### src/rtl/i2cq_pkg.sv
// Shared definitions for the I2C segment sequencer.
package i2cq_pkg;
    // Operation handed to the bus-bit engine.
    typedef enum logic [1:0] {
        BOP_START = 2'd0,
        BOP_WRITE = 2'd1,
        BOP_READ  = 2'd2,
        BOP_STOP  = 2'd3
    } bus_op_e;

    // Status flag positions.
    localparam int FLAG_DONE  = 0;
    localparam int FLAG_NACK  = 1;
    localparam int FLAG_EARLY = 2;
    localparam int FLAG_ARB   = 3;
    localparam int FLAG_N     = 4;

    // Command field offsets above the count field.
    localparam int CF_TX    = 0;
    localparam int CF_START = 1;
    localparam int CF_STOP  = 2;
    localparam int CF_NAK   = 3;
    localparam int CF_HOLD  = 4;
    localparam int CF_MST   = 5;
    localparam int CF_N     = 6;
endpackage

### src/rtl/i2cq_fifo.sv
// Small synchronous FIFO with flush.
// Assumes: a push while full and a pop while empty are ignored; dout shows the head entry.
module i2cq_fifo #(
    parameter int W     = 32,
    parameter int DEPTH = 4
) (
    input  logic         clk,
    input  logic         rst_n,
    input  logic         push,
    input  logic [W-1:0] din,
    input  logic         pop,
    input  logic         flush,
    output logic [W-1:0] dout,
    output logic         full,
    output logic         empty
);
    localparam int AW = (DEPTH > 1) ? $clog2(DEPTH) : 1;
    localparam int CW = $clog2(DEPTH + 1);

    logic [W-1:0]  mem [DEPTH];
    logic [AW-1:0] wr_ptr, rd_ptr;
    logic [CW-1:0] count;
    logic          push_ok, pop_ok;

    assign full    = (count == CW'(DEPTH));
    assign empty   = (count == '0);
    assign push_ok = push && !full;
    assign pop_ok  = pop && !empty;
    assign dout    = mem[rd_ptr];

    // Storage write.
    always_ff @(posedge clk) begin
        if (push_ok && !flush) mem[wr_ptr] <= din;
    end

    // Pointer and occupancy tracking.
    always_ff @(posedge clk) begin
        if (!rst_n || flush) begin
            wr_ptr <= '0;
            rd_ptr <= '0;
            count  <= '0;
        end else begin
            if (push_ok) wr_ptr <= (wr_ptr == AW'(DEPTH - 1)) ? '0 : wr_ptr + AW'(1);
            if (pop_ok)  rd_ptr <= (rd_ptr == AW'(DEPTH - 1)) ? '0 : rd_ptr + AW'(1);
            case ({push_ok, pop_ok})
                2'b10:   count <= count + CW'(1);
                2'b01:   count <= count - CW'(1);
                default: count <= count;
            endcase
        end
    end
endmodule

### src/rtl/i2cq_status.sv
// Sticky status flags with a write-one-to-clear mask.
// Assumes: a set and a clear of the same bit in one cycle leave the bit set.
module i2cq_status #(
    parameter int N = 4
) (
    input  logic         clk,
    input  logic         rst_n,
    input  logic [N-1:0] set,
    input  logic [N-1:0] clr,
    output logic [N-1:0] flags
);
    for (genvar i = 0; i < N; i++) begin : g_flag
        // One sticky bit: set wins over clear.
        always_ff @(posedge clk) begin
            if (!rst_n)      flags[i] <= 1'b0;
            else if (set[i]) flags[i] <= 1'b1;
            else if (clr[i]) flags[i] <= 1'b0;
        end
    end
endmodule

### src/rtl/i2cq_seq.sv
// Segment sequencer: decodes queued commands, issues bus operations one at a
// time, unpacks transmit words, packs received bytes and raises status pulses.
// Assumes: the bus-bit engine holds done for one cycle per accepted request and
// reports error inputs together with done.
module i2cq_seq
    import i2cq_pkg::*;
#(
    parameter int CNT_W = 8,
    parameter int DW    = 32,
    localparam int CMD_W = CNT_W + CF_N,
    localparam int BPW   = DW / 8,
    localparam int BI_W  = (BPW > 1) ? $clog2(BPW) : 1
) (
    input  logic             clk,
    input  logic             rst_n,
    input  logic             run_set,
    input  logic [CMD_W-1:0] cmd_head,
    input  logic             cmd_empty,
    output logic             cmd_pop,
    output logic             cmd_flush,
    input  logic [DW-1:0]    txd_head,
    input  logic             txd_empty,
    output logic             txd_pop,
    output logic             txd_flush,
    input  logic             rdq_full,
    output logic             rdq_push,
    output logic [DW-1:0]    rdq_data,
    output logic             bus_op_valid,
    output bus_op_e          bus_op,
    output logic [7:0]       bus_tx_byte,
    output logic             bus_ack_out,
    input  logic             bus_op_done,
    input  logic [7:0]       bus_rx_byte,
    input  logic             bus_rx_nack,
    input  logic             bus_arb_lost,
    input  logic             bus_early_term,
    output logic [FLAG_N-1:0] flag_set
);
    typedef enum logic [3:0] {
        ST_IDLE, ST_LOAD, ST_START, ST_DATA, ST_END,
        ST_STOP, ST_NEXT, ST_ABORT, ST_ASTOP
    } state_e;

    state_e           state;
    logic             run_q, owned, abort_stop;
    logic             cur_tx, cur_start, cur_stop, cur_nak, cur_hold;
    logic [CNT_W-1:0] remain;
    logic [BI_W-1:0]  bidx;
    logic [DW-1:0]    pack;

    logic             fire, bus_err, nack_err, illegal, last_byte, word_full, data_ready;
    logic [DW-1:0]    pack_nx;

    assign illegal    = !cmd_head[CNT_W + CF_MST] ||
                        (!cmd_head[CNT_W + CF_TX] && (cmd_head[CNT_W-1:0] == '0));
    assign data_ready = cur_tx ? !txd_empty : !rdq_full;
    assign last_byte  = (remain == CNT_W'(1));
    assign word_full  = (bidx == BI_W'(BPW - 1));
    assign pack_nx    = pack | (DW'(bus_rx_byte) << (8 * bidx));

    // Request to the bus-bit engine.
    always_comb begin
        bus_op_valid = 1'b0;
        bus_op       = BOP_START;
        case (state)
            ST_START: bus_op_valid = 1'b1;
            ST_STOP, ST_ASTOP: begin
                bus_op_valid = 1'b1;
                bus_op       = BOP_STOP;
            end
            ST_DATA: begin
                bus_op_valid = (remain != '0) && data_ready;
                bus_op       = cur_tx ? BOP_WRITE : BOP_READ;
            end
            default: ;
        endcase
    end

    assign bus_tx_byte = txd_head[8 * bidx +: 8];
    assign bus_ack_out = !cur_tx && cur_nak && last_byte;

    assign fire     = bus_op_valid && bus_op_done;
    assign bus_err  = fire && (bus_arb_lost || bus_early_term);
    assign nack_err = fire && (state == ST_DATA) && cur_tx && bus_rx_nack && !bus_err;

    // Queue controls.
    assign cmd_pop   = (state == ST_LOAD);
    assign cmd_flush = (state == ST_ABORT);
    assign txd_flush = (state == ST_ABORT);
    assign txd_pop   = ((state == ST_DATA) && fire && cur_tx && word_full) ||
                       ((state == ST_END) && cur_tx && (bidx != '0));
    assign rdq_push  = (state == ST_DATA) && fire && !cur_tx && !bus_err &&
                       (word_full || last_byte);
    assign rdq_data  = pack_nx;

    // Status pulses.
    always_comb begin
        flag_set             = '0;
        flag_set[FLAG_DONE]  = (state == ST_NEXT) && cmd_empty && !cur_hold;
        flag_set[FLAG_NACK]  = nack_err;
        flag_set[FLAG_EARLY] = (fire && bus_early_term) || ((state == ST_LOAD) && illegal);
        flag_set[FLAG_ARB]   = fire && bus_arb_lost;
    end

    // Segment state machine and byte bookkeeping.
    always_ff @(posedge clk) begin
        if (!rst_n) begin
            state      <= ST_IDLE;
            run_q      <= 1'b0;
            owned      <= 1'b0;
            abort_stop <= 1'b0;
            cur_tx     <= 1'b0;
            cur_start  <= 1'b0;
            cur_stop   <= 1'b0;
            cur_nak    <= 1'b0;
            cur_hold   <= 1'b0;
            remain     <= '0;
            bidx       <= '0;
            pack       <= '0;
        end else begin
            if (run_set) run_q <= 1'b1;
            case (state)
                ST_IDLE: if (run_q && !cmd_empty) state <= ST_LOAD;
                ST_LOAD: begin
                    cur_tx    <= cmd_head[CNT_W + CF_TX];
                    cur_start <= cmd_head[CNT_W + CF_START];
                    cur_stop  <= cmd_head[CNT_W + CF_STOP];
                    cur_nak   <= cmd_head[CNT_W + CF_NAK];
                    cur_hold  <= cmd_head[CNT_W + CF_HOLD];
                    remain    <= cmd_head[CNT_W-1:0];
                    bidx      <= '0;
                    pack      <= '0;
                    if (illegal) begin
                        abort_stop <= owned;
                        state      <= ST_ABORT;
                    end else if (cmd_head[CNT_W + CF_START]) begin
                        state <= ST_START;
                    end else begin
                        state <= ST_DATA;
                    end
                end
                ST_START: if (fire) begin
                    if (bus_err) begin
                        owned      <= 1'b0;
                        abort_stop <= 1'b0;
                        state      <= ST_ABORT;
                    end else begin
                        owned <= 1'b1;
                        state <= ST_DATA;
                    end
                end
                ST_DATA: begin
                    if (remain == '0) begin
                        state <= ST_END;
                    end else if (fire) begin
                        if (bus_err) begin
                            owned      <= 1'b0;
                            abort_stop <= 1'b0;
                            state      <= ST_ABORT;
                        end else if (nack_err) begin
                            abort_stop <= owned;
                            state      <= ST_ABORT;
                        end else begin
                            remain <= remain - CNT_W'(1);
                            bidx   <= bidx + BI_W'(1);
                            if (!cur_tx) pack <= rdq_push ? '0 : pack_nx;
                        end
                    end
                end
                ST_END: state <= cur_stop ? ST_STOP : ST_NEXT;
                ST_STOP: if (fire) begin
                    owned <= 1'b0;
                    if (bus_err) begin
                        abort_stop <= 1'b0;
                        state      <= ST_ABORT;
                    end else begin
                        state <= ST_NEXT;
                    end
                end
                ST_NEXT: begin
                    if (!cmd_empty) begin
                        state <= ST_LOAD;
                    end else if (!cur_hold) begin
                        run_q <= 1'b0;
                        state <= ST_IDLE;
                    end
                end
                ST_ABORT: begin
                    run_q <= 1'b0;
                    pack  <= '0;
                    state <= abort_stop ? ST_ASTOP : ST_IDLE;
                end
                ST_ASTOP: if (fire) begin
                    owned <= 1'b0;
                    state <= ST_IDLE;
                end
                default: state <= ST_IDLE;
            endcase
        end
    end
endmodule

### src/rtl/i2cq_engine.sv
// Top of the I2C segment sequencer: command, transmit and read queues around
// the sequencer, plus the sticky status flags.
// Assumes: a separate bus-bit engine executes one operation per valid/done handshake.
module i2cq_engine
    import i2cq_pkg::*;
#(
    parameter int CNT_W      = 8,
    parameter int DW         = 32,
    parameter int CMDQ_DEPTH = 4,
    parameter int TXQ_DEPTH  = 4,
    parameter int RDQ_DEPTH  = 4,
    localparam int CMD_W     = CNT_W + CF_N
) (
    input  logic              clk,
    input  logic              rst_n,
    input  logic              cmd_push,
    input  logic [CMD_W-1:0]  cmd_word,
    output logic              cmd_full,
    input  logic              txd_push,
    input  logic [DW-1:0]     txd_word,
    output logic              txd_full,
    input  logic              run_set,
    input  logic              rdq_pop,
    output logic [DW-1:0]     rdq_word,
    output logic              rdq_empty,
    output logic [FLAG_N-1:0] stat,
    input  logic [FLAG_N-1:0] stat_clr,
    output logic              bus_op_valid,
    output logic [1:0]        bus_op,
    output logic [7:0]        bus_tx_byte,
    output logic              bus_ack_out,
    input  logic              bus_op_done,
    input  logic [7:0]        bus_rx_byte,
    input  logic              bus_rx_nack,
    input  logic              bus_arb_lost,
    input  logic              bus_early_term
);
    logic [CMD_W-1:0]  cmd_head;
    logic              cmd_empty, cmd_pop, cmd_flush;
    logic [DW-1:0]     txd_head;
    logic              txd_empty, txd_pop, txd_flush;
    logic              rdq_full, rdq_push;
    logic [DW-1:0]     rdq_data;
    logic [FLAG_N-1:0] flag_set;
    bus_op_e           seq_op;

    assign bus_op = seq_op;

    i2cq_fifo #(.W(CMD_W), .DEPTH(CMDQ_DEPTH)) u_cmdq (
        .clk(clk), .rst_n(rst_n), .push(cmd_push), .din(cmd_word), .pop(cmd_pop),
        .flush(cmd_flush), .dout(cmd_head), .full(cmd_full), .empty(cmd_empty)
    );

    i2cq_fifo #(.W(DW), .DEPTH(TXQ_DEPTH)) u_txq (
        .clk(clk), .rst_n(rst_n), .push(txd_push), .din(txd_word), .pop(txd_pop),
        .flush(txd_flush), .dout(txd_head), .full(txd_full), .empty(txd_empty)
    );

    i2cq_fifo #(.W(DW), .DEPTH(RDQ_DEPTH)) u_rdq (
        .clk(clk), .rst_n(rst_n), .push(rdq_push), .din(rdq_data), .pop(rdq_pop),
        .flush(1'b0), .dout(rdq_word), .full(rdq_full), .empty(rdq_empty)
    );

    i2cq_seq #(.CNT_W(CNT_W), .DW(DW)) u_seq (
        .clk(clk), .rst_n(rst_n), .run_set(run_set),
        .cmd_head(cmd_head), .cmd_empty(cmd_empty), .cmd_pop(cmd_pop), .cmd_flush(cmd_flush),
        .txd_head(txd_head), .txd_empty(txd_empty), .txd_pop(txd_pop), .txd_flush(txd_flush),
        .rdq_full(rdq_full), .rdq_push(rdq_push), .rdq_data(rdq_data),
        .bus_op_valid(bus_op_valid), .bus_op(seq_op), .bus_tx_byte(bus_tx_byte),
        .bus_ack_out(bus_ack_out), .bus_op_done(bus_op_done), .bus_rx_byte(bus_rx_byte),
        .bus_rx_nack(bus_rx_nack), .bus_arb_lost(bus_arb_lost),
        .bus_early_term(bus_early_term), .flag_set(flag_set)
    );

    i2cq_status #(.N(FLAG_N)) u_stat (
        .clk(clk), .rst_n(rst_n), .set(flag_set), .clr(stat_clr), .flags(stat)
    );
endmodule

### config.mk
export PLATFORM = sky130hd
export DESIGN_NAME = i2cq_engine
export DESIGN_NICKNAME = d
export VERILOG_FILES = /design/src/rtl/i2cq_pkg.sv /design/src/rtl/i2cq_fifo.sv /design/src/rtl/i2cq_status.sv /design/src/rtl/i2cq_seq.sv /design/src/rtl/i2cq_engine.sv
export SDC_FILE = /design/constraint.sdc
export NUM_CORES = 1
export LEC_CHECK = 0
export ABC_AREA = 1
export BUFFER_PORTS_ARGS = -buffer_cell sky130_fd_sc_hd__buf_2
export CAP_MARGIN = 20
export CORE_MARGIN = 2
export CORE_UTILIZATION = 60
export CTS_BUF_LIST = sky130_fd_sc_hd__clkbuf_8
export DETAILED_ROUTE_END_ITERATION = 12
export PLACE_DENSITY = 0.79
export SLEW_MARGIN = 5
export SYNTH_ARGS = -nofsm -noshare
export SYNTH_HDL_FRONTEND = slang
export SYNTH_SLANG_ARGS = --single-unit
export TNS_END_PERCENT = 10
### constraint.sdc
create_clock -name clk -period 3.7 [get_ports clk]
set_input_delay 0.37 -clock clk [delete_from_list [all_inputs] [get_ports clk]]
set_output_delay 0.37 -clock clk [all_outputs]
set_load 0.05 [all_outputs]
==> metrics, run 1 <==
status=finished clean; synth unique cells=between 40 and 50; measured slew at the worst slew-check pin=1.02 ns; Vias=11.8k; Tcrit/Tclk final=81.4%; fraction of final layout cells sized beyond drive strength 1=between 10% and 20%; reg-to-reg endpoint=u_txq.count[2]; Worst Setup Start Kind=flop; Die W=171 µm; CTS tree=built; # rows=61; max_cap viols=0; area leader, netlist=edfxtp_1; clock sinks=396; vias in the first global route=between 10k and 15k; Synth top area share=55.9%; Syn Std Cell Area=around 17000 µm²; WS Path Type=flop to flop; first-pass GRT wire length=between 50 and 60 mm; pin count of the biggest net entering global routing=77; worst r2r src=u_seq.state[0]; Placement Cell Area=17700 µm²; Pins Over Slew Limit=0; overall die height=approximately 170 µm; input/output buffers=~120; Skew-Pair Late Insertion Delay=about 0.6 ns; Avg Synthesized Cell Area=about 11 µm²; Routed wire per std cell=approximately 17 µm; gr ovfl total=0; gr usage total=roughly a quarter; Worst-path clk slew=0.07 ns; initial antenna violation count=1; syn nets=about 1.7k; CTS Root Cell=clkbuf_8; deepest clock path buffer count=3; initial drt markers=approximately 1.1k; Commonest cells post-synth=312 x edfxtp_1, 212 x nor2_1, 200 x inv_1; RSZ-0062 raised after global routing=no; final setup fails=0; Via-to-Cell Ratio=around 5.4; Core Region=roughly 28000 µm²; Area contributors post-synth=edfxtp_1 56%, dfxtp_1 10%, o21ai_0 5.0%; met2 WL=between 15 and 20 mm; cells along the critical path=nand3_4, nor2_2, nand2_1, nand2_4, nand2_4, nor2_2, nand2_1, nand2_1, ha_1, inv_1, fa_1, a21oi_1, o21ai_0, o21ai_0, a21oi_1; worst min-delay path class=input pin to flop; H-tree levels=2; CTS Buf Count=58; routability cong.=around 0.86; Worst Setup End Kind=flop; Max IR drop VDD=0.350 mV; Post-CTS Resized=0; Mapped Cells=approximately 1.6k; post-synthesis sequential area ratio=about 66%; Most used DFF post-synth=edfxtp_1; Critical path origin=u_seq.state[0]; relative slew slack=31.8%; Die ar.=between 20000 and 30000 µm²; area delta synth->final=15.1%; Top Layer Used=met4; Post-synth EDFFs=between 300 and 400; CP required=~4.2 ns; Non-Filler Instances=roughly 2.2k; HPWL reported at the end of detailed placement=~22 mm; CP max stage cell=dfxtp_1; met3 WL post-DR=~2.1 mm; Fin. Hold Viols=0; metal1 wirelength=~15 mm; clock skew=0.0259 ns; top-count cell post-synth=edfxtp_1; Net count, final=~1.8k; First-pass DRT Iterations=7; Setup TNS Final=0 ns; PwrDens=roughly 580 nW/µm²; Starting Density=60.6%; crit-path max FO=16; Total Wirelength=roughly 36 mm; largest stage delay on the critical path=0.53 ns; Reg2Reg Setup Slack=between 0.6 and 0.7 ns; drt drc=0; Post-synth ARST share=0%; Routed Antenna Nets=0; Worst path most repeated cell=nand2_1; post-placement cell count=2010; flops & latches, synth=about 400; Leakage=around 7.5 nW; Ports=between 100 and 150; synth warn=0; CP Data Arrival Time=3.50 ns; Final min period=between 3 and 4 ns; fmax=approximately 330 MHz; Critical Path Sink=u_txq.count[2]; R2R cell count=15; design area=approximately 19000 µm²
where the power goes:
group	internal, mW	switching, mW
Combinational	0.692	1.72
Sequential	5.32	0.144
Clock	1.62	1.60
Total	7.63	3.46
worst max-delay path: cells and delay by family, from the launching register on:
| kind | cells | cell delay [ns] |
|---|---|---|
| simple gates | 8 | 1.18 |
| flops | 1 | 0.53 |
| compound gates | 4 | 0.52 |
| fa+ha+maj | 2 | 0.60 |
| buf+inv | 1 | 0.07 |
stage by stage:
stage	power (mW)	hold WS (ns)	setup slack (ns)	util, %
2_1_floorplan	7.27	0.443	0.526	-
3_3_place_gp	7.77	0.450	0.851	64.1
3_5_place_dp	7.88	0.453	0.752	64.1
4_1_cts	11.1	0.0158	0.660	69.7
5_1_grt	11.7	0.0472	0.455	69.8
6_report	11.1	0.0494	0.686	69.8
placed cells by master (no fill, tap or decap), types with 36 or more instances in the layout:
cell type	n
a21oi_1	81
buf_2	118
clkbuf_8	62
dfxtp_1	82
dlygate4sd3_1	47
edfxtp_1	312
inv_1	219
nand2_1	180
nand3_1	49
nor2_1	204
o21ai_0	169
o22ai_1	36
flip-flops by register name, summed over array words and instances (netlist names), 3 cells and up, named ones only:
register      count
u_cmdq.count      3
u_seq.state       4
u_stat.flags      4
u_seq.remain      8
u_rdq.count       3
u_txq.mem       128
u_seq.pack       32
u_txq.count       3
u_cmdq.mem       56
u_rdq.mem       128
how the worst min path moves through the flow:
stage,from,endpoint,slack (ns),depth (start not counted)
after floorplan,u_seq.abort_stop,u_seq.state[3],0.44,2
final,stat_clr[1],u_stat.flags[1],0.05,4
after global routing,bus_arb_lost,u_stat.flags[3],0.05,3
after CTS,stat_clr[1],u_stat.flags[1],0.02,4
after detailed placement,u_stat.flags[3],u_stat.flags[3],0.45,2
after global placement,u_stat.flags[1],u_stat.flags[1],0.45,2
area by class of cell:
| cell class | count | area [µm²] |
|---|---|---|
| inverter | 205 | 769 |
| clock buffer | 62 | 853 |
| timing repair buffer | 190 | 1270 |
| multi-input combinational | 889 | 4630 |
| tap | 378 | 473 |
| fill | 1993 | 8350 |
| sequential | 396 | 11100 |
| antenna | 1 | 2.50 |
| clock inverter | 47 | 225 |
kinds of logic after synthesis:
logic type / Yosys count / synth area share [%]
AO/OA/AOI/OAI: 360 / 11.7
buffers and inverters: 277 / 6.55
flip-flops: 396 / 65.9
AND/OR/NAND/NOR: 471 / 11.8
multiplexers: 32 / 1.91
adder cells (fa/ha/maj): 25 / 2.00
XOR/XNOR: 1 / 0.0523
layer usage:
metal	vias to the layer above	track usage [%]
li1	5717	-
met5	-	0
met4	0	9.43
met3	94	3.65
met1	5566	31.2
met2	415	43.6
repair_timing:
action,in CTS,in global routing
hold buffers,47,0
endpoints found under the hold margin,185,0
buffers inserted,0,0
Power figures use the tool's default switching activity.
==> inputs of run 2 (changes only) <==
--- a/config.mk
+++ b/config.mk
@@ -5,14 +5,14 @@
 export SDC_FILE = /design/constraint.sdc
 export NUM_CORES = 1
 export LEC_CHECK = 0
-export ABC_AREA = 1
+export ABC_AREA = 0
 export BUFFER_PORTS_ARGS = -buffer_cell sky130_fd_sc_hd__buf_2
 export CAP_MARGIN = 20
 export CORE_MARGIN = 2
-export CORE_UTILIZATION = 60
+export CORE_UTILIZATION = 56
 export CTS_BUF_LIST = sky130_fd_sc_hd__clkbuf_8
 export DETAILED_ROUTE_END_ITERATION = 12
-export PLACE_DENSITY = 0.79
+export PLACE_DENSITY = 0.78
 export SLEW_MARGIN = 5
 export SYNTH_ARGS = -nofsm -noshare
 export SYNTH_HDL_FRONTEND = slang
==> constraint.sdc (replaced) <==
create_clock -name clk -period 2.5 [get_ports clk]
set_input_delay 0.25 -clock clk [delete_from_list [all_inputs] [get_ports clk]]
set_output_delay 0.25 -clock clk [all_outputs]
set_load 0.05 [all_outputs]
==> metrics, run 2 <==
max_cap viols=0; Reg2Reg Setup Slack=-0.14 ns; met3 WL post-DR=around 1.8 mm; Starting Density=between 50 and 60%; CP Buf/Inv Count=2; Total Wirelength=~33 mm; Post-synth ARST share=0%; drt drc=0; Net count, final=approximately 1.3k; post-synthesis sequential area ratio=68.7%; area delta synth->final=21.8%; fraction of final layout cells sized beyond drive strength 1=31.2%; routability cong.=about 0.9; Worst-path clk slew=approximately 0.060 ns; flops & latches, synth=approximately 400; clock sinks=about 400; Top Layer Used=met4; design area=a little under 20000 µm²; Avg Synthesized Cell Area=around 16 µm²; Pins Over Slew Limit=0; deepest clock path buffer count=3; Design Power=about 15 mW; Worst path most repeated cell=mux4_2; fmax=373 MHz; first-pass GRT wire length=roughly 53 mm; relative slew slack=55.5%; cells along the critical path=buf_16, mux4_2, mux4_2, buf_6; RSZ-0062 raised after global routing=yes; input/output buffers=between 100 and 150; post-placement cell count=1512; CTS Buf Count=60; Util after Layout=between 60% and 70%; WHS Path Cells=3; failing checks=setup timing; crit-path max FO=16; Core Region=28500 µm²; synth warn=0; H-tree levels=2; met2 WL=around 17 mm; family with the most delay on the worst path=multiplexers; Setup TNS Final=-1.55 ns; Via-to-Cell Ratio=between 5 and 6; CP required=~2.3 ns; Most used DFF post-synth=edfxtp_1; Skew-Pair Late Insertion Delay=0.60 ns; area leader, netlist=edfxtp_1; Syn Std Cell Area=between 15000 and 20000 µm²; commonest cells after routing, fill and taps aside=312 x edfxtp_1, 109 x buf_2, 80 x mux4_2; First-pass DRT Iterations=7; gr ovfl total=0; Max IR drop VDD=between 0.5 and 0.6 mV; Fin. Hold Viols=0; Die ar.=about 30000 µm²; worst min-delay path class=input pin to flop; largest registers=u_rdq.mem: 128 flops, u_txq.mem: 128 flops, u_cmdq.mem: 56 flops; Area contributors post-synth=edfxtp_1 58%, mux4_2 11%, dfxtp_1 10%; WS Path Type=flop to output port; overall die height=around 170 µm; top-count cell post-synth=edfxtp_1; Leakage=slightly above 7 nW; Post-synth EDFFs=about 310; Tcrit/Tclk final=107%; gr usage total=22.6%; # rows=62; CTS tree=built; Commonest cells post-synth=312 x edfxtp_1, 84 x dfxtp_1, 80 x mux4_2; pin count of the biggest net entering global routing=35; Routed wire per std cell=between 15 and 20 µm; Final min period=roughly 2.7 ns; syn nets=around 1.1k; Min Hold Slack=0.0666 ns; HPWL reported at the end of detailed placement=20.4 mm; Synth top area share=roughly three fifths; CP Depth=4; Routed Antenna Nets=0; CP Data Arrival Time=approximately 2.4 ns; status=finished with violations; Worst Setup Start Kind=flop; initial drt markers=roughly 670; initial antenna violation count=3; largest stage delay on the critical path=~0.55 ns; Non-Filler Instances=1680; clock skew=0.0195 ns; Ports=around 120; CP max stage cell=mux4_2; most common cell after layout, fill and taps aside=edfxtp_1; Mapped Cells=about 1000; CTS Root Cell=clkbuf_8; R2R cell count=14; Die W=approximately 170 µm; vias in the first global route=approximately 9.9k; pre-CTS setup slack=-0.122 ns; final setup fails=12; Setup WS post-layout=-0.181 ns; # fillers=around 1.9k; synth unique cells=between 60 and 70; Worst Setup End Kind=output port; metal1 wirelength=13.7 mm; Vias=around 9.5k; measured slew at the worst slew-check pin=roughly 0.66 ns; PwrDens=745 nW/µm²; Placement Cell Area=about 18000 µm²
[run 2: cell types whose count changed in the layout (fill, tap and decap cells not counted), sizes merged, moves of 11 or more]
cell	before	now
nand3	53	42
a21o	0	34
o21ai	201	27
inv	223	50
nand2	184	60
o22ai	36	2
a21oi	81	35
nor2	217	49
mux4	0	86
o211ai	32	3
buf	143	201
[run 2: where the power goes]
group	leakage, nW	total, mW	switching [mW]	internal, mW
logic	2.93	2.27	1.27	1.00
registers	3.51	7.54	0.151	7.39
clock network	0.624	4.77	2.39	2.38
[run 2: kinds of logic (layout without fill, tap and decap cells)]
family / Yosys count / after routing / synth area share [%]
DFF: 396 / 396 / 68.7
and+or+nand+nor: 222 / 222 / 6.86
AOI/OAI and AO/OA: 126 / 126 / 5.25
muxes: 122 / 122 / 14.4
buffers and inverters: 80 / 396 / 2.31
adders and majority gates: 25 / 25 / 2.09
xor gates and xnor gates: 6 / 6 / 0.327
other: 0 / 3 / 0
[run 2: final timing paths]
path,to,startpoint
hold / removal,u_seq.remain[3],rst_n
setup reg to reg,u_rdq.count[2],u_seq.remain[1]
hold reg to reg,u_seq.pack[20],u_seq.pack[20]
setup / recovery,bus_tx_byte[4],flop
[run 2: cell type report]
class	count	area, µm²	area share [%]
sequential	396	11100	56.5
multi-input combinational	501	4810	24.6
timing repair buffer	253	2020	10.3
clock buffer	61	840	4.29
tap	384	480	2.45
clock inverter	50	243	1.24
inverter	32	120	0.613
antenna	3	7.51	0.0383
[run 2: metal layers]
metal  GRT usage (%)  up-vias
met5               0        -
met4            6.39        0
met3            3.88       63
met2            39.5      314
met1            29.3     4734
li1                -     4377
[run 2: worst reg2reg max path, delay by kind of cell (launching register included)]
family                     cells  cell delay [ns]
AOI/OAI and AO/OA              3             0.41
and+or+nand+nor                3             0.63
buffers and inverters          4             0.39
DFF                            1             0.32
xor gates and xnor gates       1             0.15
adders and majority gates      3             0.64
[run 2: repair_timing]
action,4_1_cts,5_1_grt
gates resized for setup,26,4
setup endpoints to repair,14,107
buffers inserted,0,1
pin swaps,5,0
hold buffers,51,0
cloned,2,0
endpoints found under the hold margin,188,0
==> inputs of run 3 (changes only) <==
--- a/config.mk
+++ b/config.mk
@@ -12,8 +12,9 @@
 export CORE_UTILIZATION = 56
 export CTS_BUF_LIST = sky130_fd_sc_hd__clkbuf_8
 export DETAILED_ROUTE_END_ITERATION = 12
+export GPL_TIMING_DRIVEN = 0
 export PLACE_DENSITY = 0.78
-export SLEW_MARGIN = 5
+export SLEW_MARGIN = 20
 export SYNTH_ARGS = -nofsm -noshare
 export SYNTH_HDL_FRONTEND = slang
 export SYNTH_SLANG_ARGS = --single-unit
==> metrics, run 3 (synthesis gave the netlist of run 2 again) <==
status=finished with violations; failing checks=setup timing; Total Wirelength=34.6 mm; clock sinks=around 400; deepest clock path buffer count=3; gr usage total=~23%; clock skew=roughly 0.026 ns; HPWL reported at the end of detailed placement=about 21 mm; WS Path Type=flop to flop; relative slew slack=a little under 30%; # rows=62; fmax=approximately 360 MHz; Critical path origin=u_seq.remain[0]; Die ar.=between 30000 and 40000 µm²; vias in the first global route=9980; largest stage delay on the critical path=0.36 ns; Final min period=2.81 ns; first-pass GRT wire length=53.8 mm; CP required=roughly 3.0 ns; max_cap viols=0; family with the most delay on the worst path=simple AND/OR/NAND/NOR gates; Routed Antenna Nets=0; Hold Path Origin=rst_n; Core Region=about 28000 µm²; Psw=around 3.9 mW; Design Power=~15 mW; Vias=roughly 9.7k; CTS Buf Count=61; crit-path max FO=5; PwrDens=755 nW/µm²; CTS Root Cell=clkbuf_8; final setup fails=between 90 and 100; Ports=119; Min Hold Slack=0.0300 ns; input/output buffers=~120; power share of the clock group=33.5%; R2R cell count=15; fraction of final layout cells sized beyond drive strength 1=a little under a third; Tcrit/Tclk final=113%; CP Buf/Inv Count=5; CP max stage cell=dfxtp_4; initial antenna violation count=1; combinational share of power=15.2%; Max IR drop VDD=just over 0.5 mV; internal power=approximately 11 mW; Via-to-Cell Ratio=between 5 and 6; most common cell after layout, fill and taps aside=edfxtp_1; routability cong.=slightly below 0.9; Worst Setup Start Kind=flop; Net count, final=approximately 1.3k; area delta synth->final=22.0%; RSZ-0062 raised after global routing=yes; commonest cells after routing, fill and taps aside=312 x edfxtp_1, 110 x buf_2, 80 x mux4_2; # fillers=roughly 1.9k; Critical Path Sink=u_rdq.count[2]; gr ovfl total=0; pin count of the biggest net entering global routing=25; Pins Over Slew Limit=0; part of the power in registers=around half; cells along the critical path=inv_4, ha_4, nor3b_4, a21oi_4, a21o_1, buf_12, buf_4, nand4_4, buf_12, ha_4, inv_2, fa_2, xor2_1, or3_1, a21oi_1; initial drt markers=between 800 and 900; Skew-Pair Late Insertion Delay=0.62 ns; First-pass DRT Iterations=5; Fin. Hold Viols=0; Worst-path clk slew=~0.06 ns; worst min-delay path class=input pin to flop; Routed wire per std cell=roughly 21 µm; Leakage=7.03 nW; largest registers=u_rdq.mem: 128 flops, u_txq.mem: 128 flops, u_cmdq.mem: 56 flops; measured slew at the worst slew-check pin=roughly 1.1 ns; Reg2Reg Setup Slack=-0.31 ns; reg-to-reg endpoint=u_rdq.count[2]; Setup TNS Final=-13.79 ns; overall die height=~170 µm; switching fraction of total power=between 20% and 30%; drt drc=0; CP Depth=15; CP Data Arrival Time=~3.3 ns; Die W=between 150 and 200 µm; Setup WS post-layout=-0.314 ns; CTS tree=built; Worst Setup End Kind=flop; worst r2r src=u_seq.remain[0]; H-tree levels=2; Starting Density=roughly 56%
==> run 3: through the flow <==
stage	std cells	instance area [µm²]	worst slack, ns	utilization [%]
after floorplan	977	16200	-0.188	-
after global placement	1478	17300	-0.556	60.7
after detailed placement	1482	17400	-0.643	61.1
after CTS	1665	19400	-0.304	68.3
after global routing	1679	19600	-0.419	68.9
final	1679	19600	-0.314	68.9
==> run 3: layout make-up <==
class	instances	area (µm²)	area share (%)
timing repair buffer	201	1540	7.87
multi-input combinational	505	4890	25.0
antenna	1	2.50	0.0128
sequential	396	11100	56.5
tap	384	480	2.45
clock buffer	63	867	4.42
clock inverter	53	269	1.37
inverter	32	126	0.645
buffer	44	352	1.79
==> run 3: repair_timing <==
| action | in CTS | in global routing |
|---|---|---|
| endpoints found under the setup margin | 177 | 175 |
| gates cloned | 4 | 0 |
| hold buffers | 52 | 0 |
| pin swaps | 15 | 11 |
| hold endpoints to repair | 189 | 0 |
| gates resized for setup | 85 | 16 |
| buffers inserted | 15 | 13 |
==> run 3: worst register-to-register path: stages (launching register included) <==
cell	delay [ns]
dfxtp_4	0.36
inv_4	0.07
ha_4	0.14
nor3b_4	0.23
a21oi_4	0.09
a21o_1	0.20
buf_12	0.14
buf_4	0.13
nand4_4	0.10
buf_12	0.14
ha_4	0.14
inv_2	0.04
fa_2	0.33
xor2_1	0.15
or3_1	0.34
a21oi_1	0.14
==> run 3: per-layer routing <==
layer,part of all wire (%),vias up,global-route usage (%)
li1,-,4386,-
met1,39,4872,29.6
met2,52,376,40.0
met3,6.7,73,4.25
met4,2.5,0,7.13
met5,0,-,0
==> run 3: worst min-delay path by stage <==
stage,slack [ns],endpoint,cells past startpoint
CTS,0.02,u_stat.flags[2],3
global placement,0.44,u_seq.pack[0],2
finish,0.03,u_cmdq.count[2],3
global route,0.02,u_cmdq.count[2],3
detailed placement,0.45,u_seq.cur_stop,2
floorplan,0.35,u_cmdq.mem[0][0],0
==> run 3: power by group through the flow <==
stage,sequential (mW),clock [mW],combinational (mW)
after CTS,7.57,5.04,2.14
final,7.58,4.96,2.26
after global routing,7.60,5.34,2.44
after detailed placement,7.69,0,1.95
after global placement,7.68,0,1.89
after floorplan,7.67,0,1.44
